[src/rtl/tpg_pkg.sv]
package tpg_pkg;

    typedef enum logic [1:0] {
        MD_PASS   = 2'b00,
        MD_TOGGLE = 2'b01,
        MD_PRBS   = 2'b10,
        MD_ALTP   = 2'b11
    } mode_code_e;

    typedef enum logic [1:0] {
        ST_PASS   = 2'b00,
        ST_TOGGLE = 2'b01,
        ST_PRBS   = 2'b10
    } tpg_state_e;

    localparam int unsigned PRBS_STAGES = 7;
    localparam logic [PRBS_STAGES-1:0] PRBS_ESCAPE = 7'h01;

    function automatic tpg_state_e decode_mode(input logic [1:0] code);
        tpg_state_e s;
        unique case (mode_code_e'(code))
            MD_TOGGLE: s = ST_TOGGLE;
            MD_PRBS:   s = ST_PRBS;
            default:   s = ST_PASS;
        endcase
        return s;
    endfunction

endpackage

[src/rtl/tpg_mode_fsm.sv]
module tpg_mode_fsm
    import tpg_pkg::*;
(
    input  logic       clk,
    input  logic       rst_n,
    input  logic [1:0] mode_sel,
    input  logic       dual_en,
    output tpg_state_e state_o,
    output logic       dual_o,
    output logic       tog_adv,
    output logic       prbs_adv
);

    tpg_state_e st_q;
    tpg_state_e st_d;
    logic       dual_q;

    always_comb begin
        st_d = decode_mode(mode_sel);
    end

    always_ff @(posedge clk) begin
        if (!rst_n) begin
            st_q   <= ST_PASS;
            dual_q <= 1'b0;
        end else begin
            st_q   <= st_d;
            dual_q <= dual_en;
        end
    end

    always_comb begin
        tog_adv  = 1'b0;
        prbs_adv = 1'b0;
        unique case (st_q)
            ST_PASS:   ;
            ST_TOGGLE: tog_adv  = 1'b1;
            ST_PRBS:   prbs_adv = 1'b1;
            default:   ;
        endcase
    end

    assign state_o = st_q;
    assign dual_o  = dual_q;

    // the state follows the code seen at the previous edge
    a_r11_state_follows_code: assert property (@(posedge clk) disable iff (!rst_n)
        $past(rst_n) |-> (st_q == decode_mode($past(mode_sel))));

    a_r11_one_advance: assert property (@(posedge clk) disable iff (!rst_n)
        !(tog_adv && prbs_adv));

endmodule

[src/rtl/tpg_toggle.sv]
module tpg_toggle (
    input  logic clk,
    input  logic rst_n,
    input  logic adv,
    output logic phase_o
);

    logic ph_q;

    always_ff @(posedge clk) begin
        if (!rst_n) begin
            ph_q <= 1'b0;
        end else if (adv) begin
            ph_q <= ~ph_q;
        end
    end

    assign phase_o = ph_q;

    // phase flips on every advancing word
    a_r4_phase_flips: assert property (@(posedge clk) disable iff (!rst_n)
        adv |=> (ph_q != $past(ph_q)));

    // phase frozen outside toggle mode
    a_r10_phase_holds: assert property (@(posedge clk) disable iff (!rst_n)
        !adv |=> $stable(ph_q));

endmodule

[src/rtl/tpg_prbs7.sv]
module tpg_prbs7
    import tpg_pkg::*;
(
    input  logic clk,
    input  logic rst_n,
    input  logic adv,
    output logic bit_o
);

    localparam int unsigned MSB = PRBS_STAGES - 1;

    logic [MSB:0] sr_q;
    logic [MSB:0] sr_d;
    logic         fb;
    logic         stuck;

    always_comb begin
        fb    = sr_q[MSB] ^ sr_q[MSB-1];
        stuck = (sr_q == '0);
        if (stuck) begin
            sr_d = PRBS_ESCAPE;
        end else if (adv) begin
            sr_d = {sr_q[MSB-1:0], fb};
        end else begin
            sr_d = sr_q;
        end
    end

    always_ff @(posedge clk) begin
        sr_q <= sr_d;
    end

    assign bit_o = sr_q[MSB];

    // all-zero state is left at the next edge
    a_r6_no_lockup: assert property (@(posedge clk) disable iff (!rst_n)
        (sr_q == '0) |=> (sr_q != '0));

    // the register shifts toward the MSB on each advancing word
    a_r6_shift: assert property (@(posedge clk) disable iff (!rst_n)
        (adv && sr_q != '0) |=> (sr_q[MSB:1] == $past(sr_q[MSB-1:0])));

    // the register holds when not advancing
    a_r9_hold: assert property (@(posedge clk) disable iff (!rst_n)
        (!adv && sr_q != '0) |=> $stable(sr_q));

endmodule

[src/rtl/adc_tpg.sv]
module adc_tpg
    import tpg_pkg::*;
#(
    parameter int unsigned W           = 8,
    parameter bit          B_ANTIPHASE = 1'b0
) (
    input  logic         clk,
    input  logic         rst_n,
    input  logic [1:0]   mode_sel,
    input  logic         dual_en,
    input  logic [W-1:0] samp_a,
    input  logic [W-1:0] samp_b,
    output logic [W-1:0] bus_a,
    output logic [W-1:0] bus_b,
    output logic         out_valid
);

    localparam logic [W-1:0] ALL_ONES = {W{1'b1}};

    tpg_state_e   st;
    logic         dual_q;
    logic         tog_adv;
    logic         prbs_adv;
    logic         phase;
    logic         pbit;
    logic [W-1:0] tog_word_a;
    logic [W-1:0] tog_word_b;
    logic [W-1:0] prbs_word;

    logic [W-1:0] a_q;
    logic [W-1:0] b_q;
    logic         valid_q;
    tpg_state_e   kind_q;
    logic         dual_out_q;

    tpg_mode_fsm u_fsm (
        .clk      (clk),
        .rst_n    (rst_n),
        .mode_sel (mode_sel),
        .dual_en  (dual_en),
        .state_o  (st),
        .dual_o   (dual_q),
        .tog_adv  (tog_adv),
        .prbs_adv (prbs_adv)
    );

    tpg_toggle u_tog (
        .clk     (clk),
        .rst_n   (rst_n),
        .adv     (tog_adv),
        .phase_o (phase)
    );

    tpg_prbs7 u_prbs (
        .clk   (clk),
        .rst_n (rst_n),
        .adv   (prbs_adv),
        .bit_o (pbit)
    );

    assign tog_word_a = {W{phase}};
    assign prbs_word  = {W{pbit}};

    generate
        if (B_ANTIPHASE) begin : g_b_anti
            assign tog_word_b = ~tog_word_a;
        end else begin : g_b_inphase
            assign tog_word_b = tog_word_a;
        end
    endgenerate

    always_ff @(posedge clk) begin
        if (!rst_n) begin
            a_q        <= '0;
            b_q        <= '0;
            valid_q    <= 1'b0;
            kind_q     <= ST_PASS;
            dual_out_q <= 1'b0;
        end else begin
            valid_q    <= 1'b1;
            kind_q     <= st;
            dual_out_q <= dual_q;
            unique case (st)
                ST_TOGGLE: begin
                    a_q <= tog_word_a;
                    b_q <= dual_q ? tog_word_b : '0;
                end
                ST_PRBS: begin
                    a_q <= prbs_word;
                    b_q <= dual_q ? prbs_word : '0;
                end
                default: begin
                    a_q <= samp_a;
                    b_q <= dual_q ? samp_b : '0;
                end
            endcase
        end
    end

    assign bus_a     = a_q;
    assign bus_b     = b_q;
    assign out_valid = valid_q;

    // valid never drops once raised outside reset
    a_r1_valid_sticks: assert property (@(posedge clk) disable iff (!rst_n)
        out_valid |=> out_valid);

    // steady toggle words alternate
    a_r4_alternate: assert property (@(posedge clk) disable iff (!rst_n)
        (kind_q == ST_TOGGLE) |=> ((kind_q == ST_TOGGLE) -> (bus_a == ~$past(bus_a))));

    // pattern words are uniform across lines
    a_r7_uniform: assert property (@(posedge clk) disable iff (!rst_n)
        (kind_q != ST_PASS) |-> (bus_a == '0 || bus_a == ALL_ONES));

    // bus B relation in dual toggle mode
    a_r5_b_relation: assert property (@(posedge clk) disable iff (!rst_n)
        (kind_q == ST_TOGGLE && dual_out_q) |->
            (bus_b == (B_ANTIPHASE ? ~bus_a : bus_a)));

    // bus B copies bus A in dual PRBS mode
    a_r7_b_copy: assert property (@(posedge clk) disable iff (!rst_n)
        (kind_q == ST_PRBS && dual_out_q) |-> (bus_b == bus_a));

    // single-bus mode keeps bus B quiet
    a_r8_b_quiet: assert property (@(posedge clk) disable iff (!rst_n)
        (out_valid && !dual_out_q) |-> (bus_b == '0));

endmodule

[config.mk]
export PLATFORM = sky130hd
export DESIGN_NAME = adc_tpg
export DESIGN_NICKNAME = d
export VERILOG_FILES = /design/src/rtl/tpg_pkg.sv /design/src/rtl/tpg_mode_fsm.sv /design/src/rtl/tpg_toggle.sv /design/src/rtl/tpg_prbs7.sv /design/src/rtl/adc_tpg.sv
export SDC_FILE = /design/constraint.sdc
export NUM_CORES = 1
export LEC_CHECK = 0
export BUFFER_PORTS_ARGS = -buffer_cell sky130_fd_sc_hd__buf_2
export CORE_UTILIZATION = 49
export CTS_BUF_LIST = sky130_fd_sc_hd__clkbuf_4
export DETAILED_ROUTE_END_ITERATION = 8
export PLACE_DENSITY = 0.8
export SLEW_MARGIN = 20
export SYNTH_ARGS = -nofsm -noshare
export SYNTH_HDL_FRONTEND = slang
export SYNTH_SLANG_ARGS = --single-unit
[constraint.sdc]
create_clock -name clk -period 1.6 [get_ports clk]
set_input_delay 0.24 -clock clk [delete_from_list [all_inputs] [get_ports clk]]
set_output_delay 0.24 -clock clk [all_outputs]
set_load 0.005 [all_outputs]
* Word-level counts from Yosys, hierarchy flattened
Index checks and enable logic that the tools add are counted.
** Cells by class
- Bitwise logic cells :: 2
- Magnitude comparators :: 0
- Eq/ne operators :: 4
- Multiplexer cells :: 9
- Multiply operators :: 0
- Reductions and logical operators :: 1
- Add/sub/neg operators :: 0
- Divide/modulo/power cells :: 0
- Shift operators :: 0
** Operators with widths (number)
- one-hot mux 8 bit (2 select lines) :: 2
- 2-to-1 mux 8 bit :: 3
- zero test 7 bit :: 1
- == test 2 x 1 -> 1 bit (second input constant) :: 2
- == test 2 bit (second input constant) :: 2
- one-hot mux 2 bit (2 select lines) :: 1
- 2-to-1 mux 1 bit :: 3
- inverter 1 bit :: 1
- XOR 1 bit :: 1
** Storage, ports and cells
- Output and inout bits :: 17
- Input port bits :: 21
- RAM bits :: 0
- Latch bits :: 0
- Register bits after elaboration :: 28
- ROM bits :: 0
- Memories kept :: 0

* Longest topological paths before layout
- Depth after elaboration :: 2
- Gate-level depth with buffers :: 6
- Mapped depth without buffers :: 5

* By module
Synthesis repeated with hierarchy kept, for this count alone.
** Second synthesis, totals
- Cells, all modules :: 93
- Area total of the unflattened synthesis :: 1042.2 µm²
** By module, submodules not included
- adc_tpg :: times used 1, area each 651.9 µm², cells an instance 62, seq. area each 340.3 µm²
- tpg_prbs7 :: times used 1, area each 256.5 µm², cells an instance 20, seq. area each 140.1 µm²
- tpg_mode_fsm :: times used 1, area each 98.8 µm², cells an instance 8, seq. area each 60.1 µm²
- tpg_toggle :: times used 1, area each 35.0 µm², cells an instance 3, seq. area each 20.0 µm²

* Worst setup path after synthesis
No wires, ideal clock.
- Path type :: reg-to-reg
- From :: register u_fsm.st_q[0], in the netlist u_fsm.state_o[0]
- To :: register b_q[0], in the netlist bus_b[0]
- Cell stages (with the launch flop) :: 6
- Library setup time :: 0.076 ns
- Slack :: 0.196 ns
- Clock period less this slack :: 1.404 ns
- Data arrival time :: 1.329 ns
- Path through :: dfxtp_1 -> inv_1 -> ha_1 -> clkbuf_1 -> a211o_1 -> a21boi_0
** On the way
- Longest elaborated chain between the ends :: 2
- Elaborated cells between the ends (all ways) :: 3
** Ends and longest elaborated chain
- start: declaration :: line tpg_mode_fsm.sv:14 : tpg_state_e st_q;
- start signal: assignment :: line tpg_mode_fsm.sv:27 : st_q <= st_d;
- == test 2 bit / == test 2 x 1 -> 1 bit (equally long branches) :: line adc_tpg.sv:83 : unique case (st)
- one-hot mux 8 bit (2 select lines) (*) :: line adc_tpg.sv:83
- end signal: assignment :: line adc_tpg.sv:86 : b_q <= dual_q ? tog_word_b : '0;
- end signal: assignment :: line adc_tpg.sv:90 : b_q <= dual_q ? prbs_word : '0;
- end signal: assignment :: line adc_tpg.sv:94 : b_q <= dual_q ? samp_b : '0;
- end: declaration :: line adc_tpg.sv:31 : logic [W-1:0] b_q;
Every way passes the cells marked *; elsewhere a longest branch is shown, timed or not.
A chain may end at the register's enable or synchronous reset.

* Worst setup path in the final report
- From :: register u_fsm.st_q[0], in the netlist u_fsm.state_o[0]
- To :: register b_q[4], in the netlist bus_b[4]
Same word-level chain as after synthesis.

==> summary.txt <==
Synthesis
  • Syn nets: 120
  • Avg Cell Area, Syn: a little over 10 um^2
  • Top FF cell, synth: dfxtp_1
  • EDFF count, synth: 0
  • Yosys warnings: 0
  • Yosys cell types: 19
  • Sequential share of the synthesized area: 56.6%
  • Yosys top cell by area: dfxtp_1
  • Synth top area cells: dfxtp_1 (57%), a21boi_0 (12%), nand2_1 (8.0%)
  • Commonest cells post-synth: dfxtp_1 (28), nand2_1 (21), a21boi_0 (16), inv_1 (5), mux2_2 (5)
  • Cells after synthesis: 96
  • Share of the synthesized area in the top cell type: 56.6%
  • Most common cell in the netlist: dfxtp_1
  • Flops & latches, synth: 28
  • Post-Syn Area: between 900 and 1000 um^2
  • Post-synth ARST share: 0%

Setup path
  • Worst reg2reg startpoint: u_fsm.state_o[0]$_SDFF_PN0_
  • Buf/Inv on CP: 1
  • Worst-path cell chain: inv_1 -> ha_1 -> a211o_1 -> a21boi_0
  • Worst Path Arrival: approximately 1.6 ns
  • Max FO, Critical Path: 8
  • Worst stage delay on the critical path: between 0.3 and 0.4 ns
  • Worst setup startpoint: u_fsm.state_o[0]$_SDFF_PN0_
  • CP required: 1.85 ns
  • Top delay family on crit path: compound AO/OA/AOI/OAI gates
  • Slowest CP cell: dfxtp_1
  • Critical Path End Type: flop
  • Setup CP Type: reg -> reg
  • CP Launch Type: flop

Route
  • DRC violations left: 0
  • Count of TritonRoute iterations in the first routing pass: 2
  • Routed Antenna Nets: 0
  • Vias after detailed routing: 735
  • DRT Wirelength: between 1500 and 2000 um
  • DR vias/cell: around 4.6
  • Wire length per cell: 10.4 um
  • Initial DRC count: 3

Timing
  • Final Cycle Share: ~87%
  • Slew Limit Fails: 0
  • Final Critical Period: 1.39 ns
  • RSZ-0062 raised after global routing: no
  • Skew final: between 0.01 and 0.015 ns
  • Fmax: roughly 720 MHz
  • Max-slew headroom: about four fifths
  • Final worst slack: approximately 0.21 ns
  • Final setup fails: 0
  • Worst slew pin tran: about 0.28 ns
  • TNS Setup: 0 ns
  • Final hold vios: 0

Placement
  • Placed cell count: ~160
  • I/O Buffers: 37
  • RePlAce Congestion: slightly below 0.7
  • Hpwl dp: roughly 1200 um
  • Dpl ws: roughly 0.22 ns

Clock network
  • Post_cts resized: 0
  • TritonCTS clock tree: done
  • Clk root buf: clkbuf_4
  • Num Clock Sinks: 28
  • Clock latency reported for the late side of the worst-skew pair: roughly 0.32 ns
  • CTS buffer count: 3
  • Setup Buffers After CTS: 0
  • Worst-path clk slew: 0.14 ns
  • Clk buf depth: 2
  • Max H-tree Level: 1
  • Hold-fix buffers at CTS: 0

Hold path
  • Worst Min Path Start: mode_sel[1]
  • Worst min path class: in -> reg

Final layout
  • Final Instance Count excl. Fillers: 159
  • Ant diodes: 0
  • Area added between synthesis and finish: 26.6%
  • Layout cells sized above 1: between 30 and 40%
  • Final nets: between 150 and 200
  • Fill cell count: between 150 and 200

Die
  • Starting Density: approximately 55%
  • Num rows: 15
  • Die Ht: approximately 47 um
  • Die Wd: roughly 47 um
  • I/O pins: 38
  • Die Area: about 2200 um^2
  • Core box area: around 1800 um^2

Pwr
  • Pleak: between 0.6 and 0.7 nW
  • Power Density: 1240 nW/um^2
  • Max rail drop VDD: ~0.93 mV

Global routing
  • Initial antenna violation count: 0
  • First-pass GRT wire length: 2580 um
  • Vias in the first global route: 622
  • Total GRT Usage: around 17%
  • Largest net degree at the start of global routing: 22
  • Grt ovf: 0

Outcome
  • Status: finished clean

Flow run
  • Max Cap Viol: 0
## per-layer routing
layer / wire [um] / up-vias / GRT usage [%]
met4: 19 / 0 / 8.57
met2: 750 / 24 / 27.5
met1: 812 / 319 / 21.0
li1: - / 390 / -
met5: 0 / - / 0
met3: 70 / 2 / 3.46
## layout make-up
class / instances / area, um^2 / share of cell area, %
clock inverter: 1 / 30.0 / 2.39
multi-input combinational: 58 / 392 / 31.2
sequential: 28 / 561 / 44.7
inverter: 5 / 18.8 / 1.50
clock buffer: 3 / 22.5 / 1.79
tap: 25 / 31.3 / 2.49
timing repair buffer: 39 / 200 / 16.0
## power by group
part           internal (mW)  total (mW)  leakage (nW)  switching, mW
Combinational          0.138       0.222         0.348         0.0839
Sequential             0.814       0.889         0.232         0.0746
Clock                  0.253       0.451        0.0279          0.198
## state kept, by name, summed over array words and instances (netlist names)
name	cells
u_tog.phase_o	1
u_fsm.state_o	2
u_prbs.sr_q	7
bus_b	8
bus_a	8
out_valid	1
u_fsm.dual_o	1
## cells in the final DEF (no fill, tap or decap)
cell type,instances
a211o_1,1
a21boi_0,16
a21o_1,2
and2_1,3
and3b_1,1
buf_2,37
buf_4,2
bufinv_16,1
clkbuf_4,3
dfxtp_1,28
ha_1,3
inv_1,5
mux2_2,5
nand2_1,21
nor2_1,1
o21ai_0,1
o22ai_1,1
o31ai_2,1
or4_4,1
xor2_1,1
## metrics by stage
step           area (um^2)  util (%)  power (mW)  hold WS [ns]
5_1_grt               1250      69.7        1.64        0.0552
3_5_place_dp          1200      66.7        1.13         0.414
3_3_place_gp          1200      66.7        1.11         0.413
6_report              1250      69.7        1.56        0.0716
4_1_cts               1250      69.7        1.58        0.0582
2_1_floorplan          991         -        1.04         0.268
## logic make-up (layout without fill, tap and decap cells)
| kind of cell | Yosys count | in the layout | share of synthesized area (%) |
|---|---|---|---|
| AOI/OAI and AO/OA | 22 | 22 | 16.9 |
| buffers and inverters | 10 | 48 | 3.91 |
| adders and majority gates | 3 | 3 | 3.79 |
| DFF | 28 | 28 | 56.6 |
| muxes | 5 | 5 | 5.68 |
| xor gates and xnor gates | 1 | 1 | 0.884 |
| and+or+nand+nor | 27 | 27 | 12.2 |
## final timing paths
path              cells after the start  slack [ns]                          end
hold reg to reg                       2        0.52  u_prbs.sr_q[6]$_SDFFE_PN0N_
hold / removal                        2        0.07  u_fsm.state_o[0]$_SDFF_PN0_
setup / recovery                      4        0.21          bus_b[4]$_SDFF_PN0_
setup reg to reg                      4        0.21          bus_b[4]$_SDFF_PN0_
Note: power is estimated with default switching activity, not from simulation.
